### src/rtl/dial_scan_pkg.sv
package dial_scan_pkg;

    localparam int DIGITS = 6;
    localparam int NIB_W  = 4;
    localparam int BCD_W  = DIGITS * NIB_W;
    localparam int ACC_W  = BCD_W;
    localparam int IDX_W  = $clog2(DIGITS);

    typedef enum logic [1:0] {
        SEQ_PRE,
        SEQ_POST,
        SEQ_WAIT
    } seq_state_e;

    // One Horner step: acc*10 + nib, built from two shifts.
    function automatic logic [ACC_W-1:0] times_ten_plus(
        input logic [ACC_W-1:0] acc,
        input logic [NIB_W-1:0] nib
    );
        return (acc << 3) + (acc << 1) + ACC_W'(nib);
    endfunction

    function automatic logic has_bad_nibble(input logic [BCD_W-1:0] bcd);
        logic bad;
        bad = 1'b0;
        for (int i = 0; i < DIGITS; i++) begin
            if (bcd[i*NIB_W +: NIB_W] > 4'd9) bad = 1'b1;
        end
        return bad;
    endfunction

endpackage

### src/rtl/dial_strobe_seq.sv
module dial_strobe_seq
    import dial_scan_pkg::*;
#(
    parameter int SETTLE_CYCLES = 4
) (
    input  logic              clk,
    input  logic              rst,
    input  logic              start_i,
    input  logic [NIB_W-1:0]  digit_i,
    output logic [DIGITS-1:0] strobe_o,
    output logic [BCD_W-1:0]  bcd_o,
    output logic              scan_done_o
);
    localparam int CNT_W = $clog2(SETTLE_CYCLES + 1);
    localparam logic [CNT_W-1:0] CNT_LAST = CNT_W'(SETTLE_CYCLES - 1);
    localparam logic [IDX_W-1:0] IDX_LAST = IDX_W'(DIGITS - 1);

    seq_state_e       state_q;
    logic [IDX_W-1:0] idx_q;
    logic [CNT_W-1:0] cnt_q;
    logic [BCD_W-1:0] bcd_q;
    logic             done_q;

    always_ff @(posedge clk) begin
        if (rst) begin
            state_q <= SEQ_PRE;
            idx_q   <= '0;
            cnt_q   <= '0;
            bcd_q   <= '0;
            done_q  <= 1'b0;
        end else begin
            done_q <= 1'b0;
            case (state_q)
                SEQ_PRE: begin
                    if (cnt_q == CNT_LAST) begin
                        bcd_q[idx_q*NIB_W +: NIB_W] <= digit_i;
                        cnt_q   <= '0;
                        state_q <= SEQ_POST;
                    end else begin
                        cnt_q <= cnt_q + 1'b1;
                    end
                end
                SEQ_POST: begin
                    if (cnt_q == CNT_LAST) begin
                        cnt_q <= '0;
                        if (idx_q == IDX_LAST) begin
                            idx_q   <= '0;
                            state_q <= SEQ_WAIT;
                            done_q  <= 1'b1;
                        end else begin
                            idx_q   <= idx_q + 1'b1;
                            state_q <= SEQ_PRE;
                        end
                    end else begin
                        cnt_q <= cnt_q + 1'b1;
                    end
                end
                default: begin
                    if (start_i) state_q <= SEQ_PRE;
                end
            endcase
        end
    end

    for (genvar g = 0; g < DIGITS; g++) begin : g_strobe
        assign strobe_o[g] = (state_q != SEQ_WAIT) && (idx_q == IDX_W'(g));
    end

    assign bcd_o       = bcd_q;
    assign scan_done_o = done_q;

endmodule

### src/rtl/bcd_horner_conv.sv
module bcd_horner_conv
    import dial_scan_pkg::*;
(
    input  logic             clk,
    input  logic             rst,
    input  logic             start_i,
    input  logic [BCD_W-1:0] bcd_i,
    output logic [ACC_W-1:0] value_o,
    output logic             done_o
);
    localparam logic [IDX_W-1:0] IDX_LAST = IDX_W'(DIGITS - 1);

    logic             busy_q;
    logic [IDX_W-1:0] k_q;
    logic [ACC_W-1:0] acc_q;
    logic             done_q;
    logic [IDX_W-1:0] pos;
    logic [NIB_W-1:0] nib;

    // Most significant digit first.
    assign pos = IDX_LAST - k_q;
    assign nib = bcd_i[pos*NIB_W +: NIB_W];

    always_ff @(posedge clk) begin
        if (rst) begin
            busy_q <= 1'b0;
            k_q    <= '0;
            acc_q  <= '0;
            done_q <= 1'b0;
        end else begin
            done_q <= 1'b0;
            if (start_i) begin
                busy_q <= 1'b1;
                k_q    <= '0;
                acc_q  <= '0;
            end else if (busy_q) begin
                acc_q <= times_ten_plus(acc_q, nib);
                if (k_q == IDX_LAST) begin
                    busy_q <= 1'b0;
                    done_q <= 1'b1;
                end else begin
                    k_q <= k_q + 1'b1;
                end
            end
        end
    end

    assign value_o = acc_q;
    assign done_o  = done_q;

endmodule

### src/rtl/dial_freq_scanner.sv
module dial_freq_scanner
    import dial_scan_pkg::*;
#(
    parameter int SETTLE_CYCLES = 4,
    parameter int IDLE_CYCLES   = 64,
    parameter int MIN_VALUE     = 10,
    parameter int MAX_VALUE     = 100000,
    parameter int WORD_W        = 16
) (
    input  logic              clk,
    input  logic              rst,
    output logic [5:0]        strobe_o,
    input  logic [3:0]        digit_i,
    output logic [WORD_W-1:0] freq_word_o,
    output logic              word_valid_o,
    output logic              range_err_o
);
    localparam int IDL_W = $clog2(IDLE_CYCLES + 1);

    logic [BCD_W-1:0] bcd;
    logic             scan_done;
    logic [ACC_W-1:0] value;
    logic             conv_done;
    logic             restart;
    logic [IDL_W-1:0] idle_q;
    logic             bad_range;

    dial_strobe_seq #(
        .SETTLE_CYCLES(SETTLE_CYCLES)
    ) seq_i (
        .clk        (clk),
        .rst        (rst),
        .start_i    (restart),
        .digit_i    (digit_i),
        .strobe_o   (strobe_o),
        .bcd_o      (bcd),
        .scan_done_o(scan_done)
    );

    bcd_horner_conv conv_i (
        .clk    (clk),
        .rst    (rst),
        .start_i(scan_done),
        .bcd_i  (bcd),
        .value_o(value),
        .done_o (conv_done)
    );

    assign bad_range = (value < ACC_W'(MIN_VALUE)) || (value > ACC_W'(MAX_VALUE))
                     || has_bad_nibble(bcd);
    assign restart   = (idle_q == IDL_W'(1));

    always_ff @(posedge clk) begin
        if (rst) begin
            freq_word_o  <= '0;
            word_valid_o <= 1'b0;
            range_err_o  <= 1'b0;
            idle_q       <= '0;
        end else begin
            word_valid_o <= 1'b0;
            if (conv_done) begin
                freq_word_o  <= value[WORD_W:1];
                word_valid_o <= 1'b1;
                range_err_o  <= bad_range;
                idle_q       <= IDL_W'(IDLE_CYCLES);
            end else if (idle_q != '0) begin
                idle_q <= idle_q - 1'b1;
            end
        end
    end

endmodule

### config.mk
export PLATFORM = sky130hd
export DESIGN_NAME = dial_freq_scanner
export DESIGN_NICKNAME = d
export VERILOG_FILES = /design/src/rtl/dial_scan_pkg.sv /design/src/rtl/dial_strobe_seq.sv /design/src/rtl/bcd_horner_conv.sv /design/src/rtl/dial_freq_scanner.sv
export SDC_FILE = /design/constraint.sdc
export NUM_CORES = 1
export LEC_CHECK = 0
export ABC_CLOCK_PERIOD_IN_PS = 3900
export BUFFER_PORTS_ARGS = -buffer_cell sky130_fd_sc_hd__buf_2
export CAP_MARGIN = 20
export CORE_AREA = 2 2 100 102
export DETAILED_ROUTE_END_ITERATION = 10
export DIE_AREA = 0 0 102 104
export PLACE_DENSITY = 0.74
export SLEW_MARGIN = 20
export SYNTH_ARGS = -nofsm -noshare
export SYNTH_HDL_FRONTEND = slang
export SYNTH_SLANG_ARGS = --single-unit
### constraint.sdc
create_clock -name clk -period 3.9 [get_ports clk]
set_input_delay 0.195 -clock clk [delete_from_list [all_inputs] [get_ports clk]]
set_output_delay 0.195 -clock clk [all_outputs]
set_load 0.05 [all_outputs]
==> metrics.txt <==
status=finished, final reports clean; total vias in the final route=4243; register area=1745 um^2; CP Launch Type=flip-flop; Initial Util=between 50 and 60%; Area contributors post-synth=dfxtp_1, ha_1, mux2i_1, nor2_1, a21oi_1; Crit. Startpoint=conv_i.k_q[1]; Top Layer Used=met4; Mapped Cells=575; initial antenna violation count=0; number of global-route vias before repair=4042; Syn Area/Cell=just under 9 um^2; Area growth syn-to-layout=8.648%; WHS Endpoint=seq_i.bcd_o[4]; Post-DP Area=5354 um^2; worst reg2reg path startpoint=conv_i.k_q[1]; # hold bufs at CTS=0; cell leakage power=2.404 nW; placed cell count=720; Core ar.=9549 um^2; share of cells above drive strength 1=11.61%; Tmin final=3.635 ns; post-DP HPWL=about 8600 um; total wire length=11510 um; multi-input logic area=3192 um^2; TritonCTS clock tree=built; clk_skew=0.01380 ns; DR iter-0 viols=~240; crit path capture type=flip-flop; critical-path cell list=inv_1 > ha_1 > nand2_1 > nor2_1 > a21oi_1 > fa_1 > inv_1 > fa_1 > a21oi_2 > o211ai_1 > a221oi_2 > nor3b_1 > or3_1 > a32o_1; worst skew pair latency=0.38 ns; gr usage total=22.41%; Setup CP Type=flip-flop to flip-flop; R2R Setup Slk=0.26 ns; P_int=1.251 mW; met2 wire length=around 5300 um; area fraction of the dominant cell type after synthesis=34.10%; die height=~100 um; WL/cell=15.64 um; Max stage delay on crit path=0.54 ns; HP Class=input pin to flip-flop; fin cells=around 740; # H-tree levels=3; FF-to-FF path depth=14; PwrDens=315.1 nW/um^2; Post-Syn Area=5107 um^2; actual slew at the worst max-slew pin=1.022 ns; Critical R2R Capture=conv_i.value_o[20]; asr flop ratio synth=0%; Hold Path Stages=3; Final setup viols=0; metal3 WL=569 um; maximum vdd ir drop=0.0002121 V; routed vias/inst=approximately 5.8; postcts setup bufs=0; diode count=0; Post-route DRC=0; critical path arrival=approximately 3.9 ns; CTS Buffer Depth=2; Psw=0.4972 mW; total gr overflow=0; FMAX=275.1 MHz; Clk pwr share=33.9%; maxcap violations=0; I/O Buffers=29; FP Rows=36; clk root buf=clkbuf_8; CTS sink cnt=87; Synthesized Nets=637; logic gate share of total power=11.4%; Final TNS setup=0 ns; die width=around 100 um; # resized after CTS=0; Required @ worst endpoint=4.18 ns; yosys warns=0; Most used DFF post-synth=dfxtp_1; most numerous cell in the Yosys netlist=dfxtp_1; final net count=660; first drt pass iteration count=4; final total power=1.748 mW; Core Util, Final=58.11%; die area=roughly 11000 um^2; M1 WL=5470 um; Relative slew margins=a little under a third; Slowest cell on crit path=fa_1; RePlAce Congestion=between 0.9 and 1; DRT antenna net count=0; total CTS buffers=9; number of synthesized register bits=87; fillers=883; fin. max-slew vios=0; design area=5549 um^2; CP delay by family, top=adder cells; Yosys top cell by area=dfxtp_1; commonest cells in the netlist=dfxtp_1, nor2_1, ha_1; sequential fraction of design power=a little over half; final hold vios=0; post-synthesis sequential area ratio=34.10%; largest net degree at the start of global routing=between 50 and 60; clock slew seen by the registers of the worst setup and hold paths=around 0.090 ns; Netlist cell types=60; fraction of power spent switching nets=28.44%; critical path peak fanout=5; EDFF count, synth=0; Crit path buffers/inverters=2; final period utilization=between 90% and 100%; Ports=30; worst hold start=digit_i[0]; first-pass GRT wire length=19130 um
registers in the layout (all words and copies together) (netlist names):
register and flops:
conv_i.done_o 1, word_valid_o 1, seq_i.cnt_q 3, conv_i.value_o 24, conv_i.k_q 3, idle_q 7
freq_word_o 16, seq_i.bcd_o 24, seq_i.state_q 2, range_err_o 1, seq_i.scan_done_o 1, seq_i.idx_q 3
conv_i.busy_q 1
cells by family after synthesis:
group,count (synthesis),share of synthesized area (%)
compound gates,118,14.23
xor+xnor,20,3.430
fa+ha+maj,56,14.01
buf+inv,44,3.699
flops,87,34.10
mux,50,10.78
simple gates,200,19.75
power groups by stage:
stage / combinational (mW) / sequential, mW / clock (mW)
global route: 0.225 / 0.960 / 0.642
CTS: 0.200 / 0.956 / 0.607
global placement: 0.189 / 0.975 / 0
floorplan: 0.165 / 0.969 / 0
finish: 0.199 / 0.956 / 0.593
detailed placement: 0.198 / 0.977 / 0
metrics by stage:
step	worst slack (ns)	hold slack, ns
after floorplan	0.06127	0.2839
final	0.2648	0.1180
after global placement	0.2225	0.4662
after CTS	0.07038	0.1035
after detailed placement	0.09040	0.4777
after global routing	-0.007950	0.1236
metal layers:
layer / up-vias / GRT usage (%)
li1: 2124 / -
met1: 1996 / 30.36
met2: 105 / 36.09
met3: 18 / 3.965
met4: 0 / 7.048
met5: - / 0
how the worst max path moves through the flow:
stage	cells after the start	slack [ns]	end
floorplan	15	0.06	conv_i.value_o[20]
global placement	14	0.22	conv_i.value_o[20]
detailed placement	14	0.09	conv_i.value_o[20]
CTS	14	0.07	conv_i.value_o[20]
global route	14	-0.008	conv_i.value_o[20]
finish	14	0.26	conv_i.value_o[20]
layout make-up:
| cell class | instances | area share (%) |
|---|---|---|
| Clock inverter | 7 | 0.9470 |
| Clock buffer | 9 | 2.232 |
| Inverter | 21 | 1.421 |
| Tap cell | 133 | 2.999 |
| Multi-Input combinational cell | 444 | 57.52 |
| Sequential cell | 87 | 31.45 |
| Timing Repair Buffer | 35 | 3.427 |
tightest hold or removal path, delay by kind of cell:
| family | cells | cell delay, ns |
|---|---|---|
| AO/OA/AOI/OAI | 1 | 0.06 |
| buffers and inverters | 1 | 0.14 |
| AND/OR/NAND/NOR | 1 | 0.06 |
cell usage in the layout (no fill, tap or decap), drive strengths merged, types with 6 or more instances in the layout:
cell type,n
a21o,6
a21oi,36
and3,9
buf,35
clkbuf,9
dfxtp,87
ha,54
inv,25
mux2i,46
nand2,42
nand3,9
nand4,8
nor2,77
nor3,7
o21ai,34
or3,7
xnor2,16
Note: power is estimated with default switching activity, not from simulation.
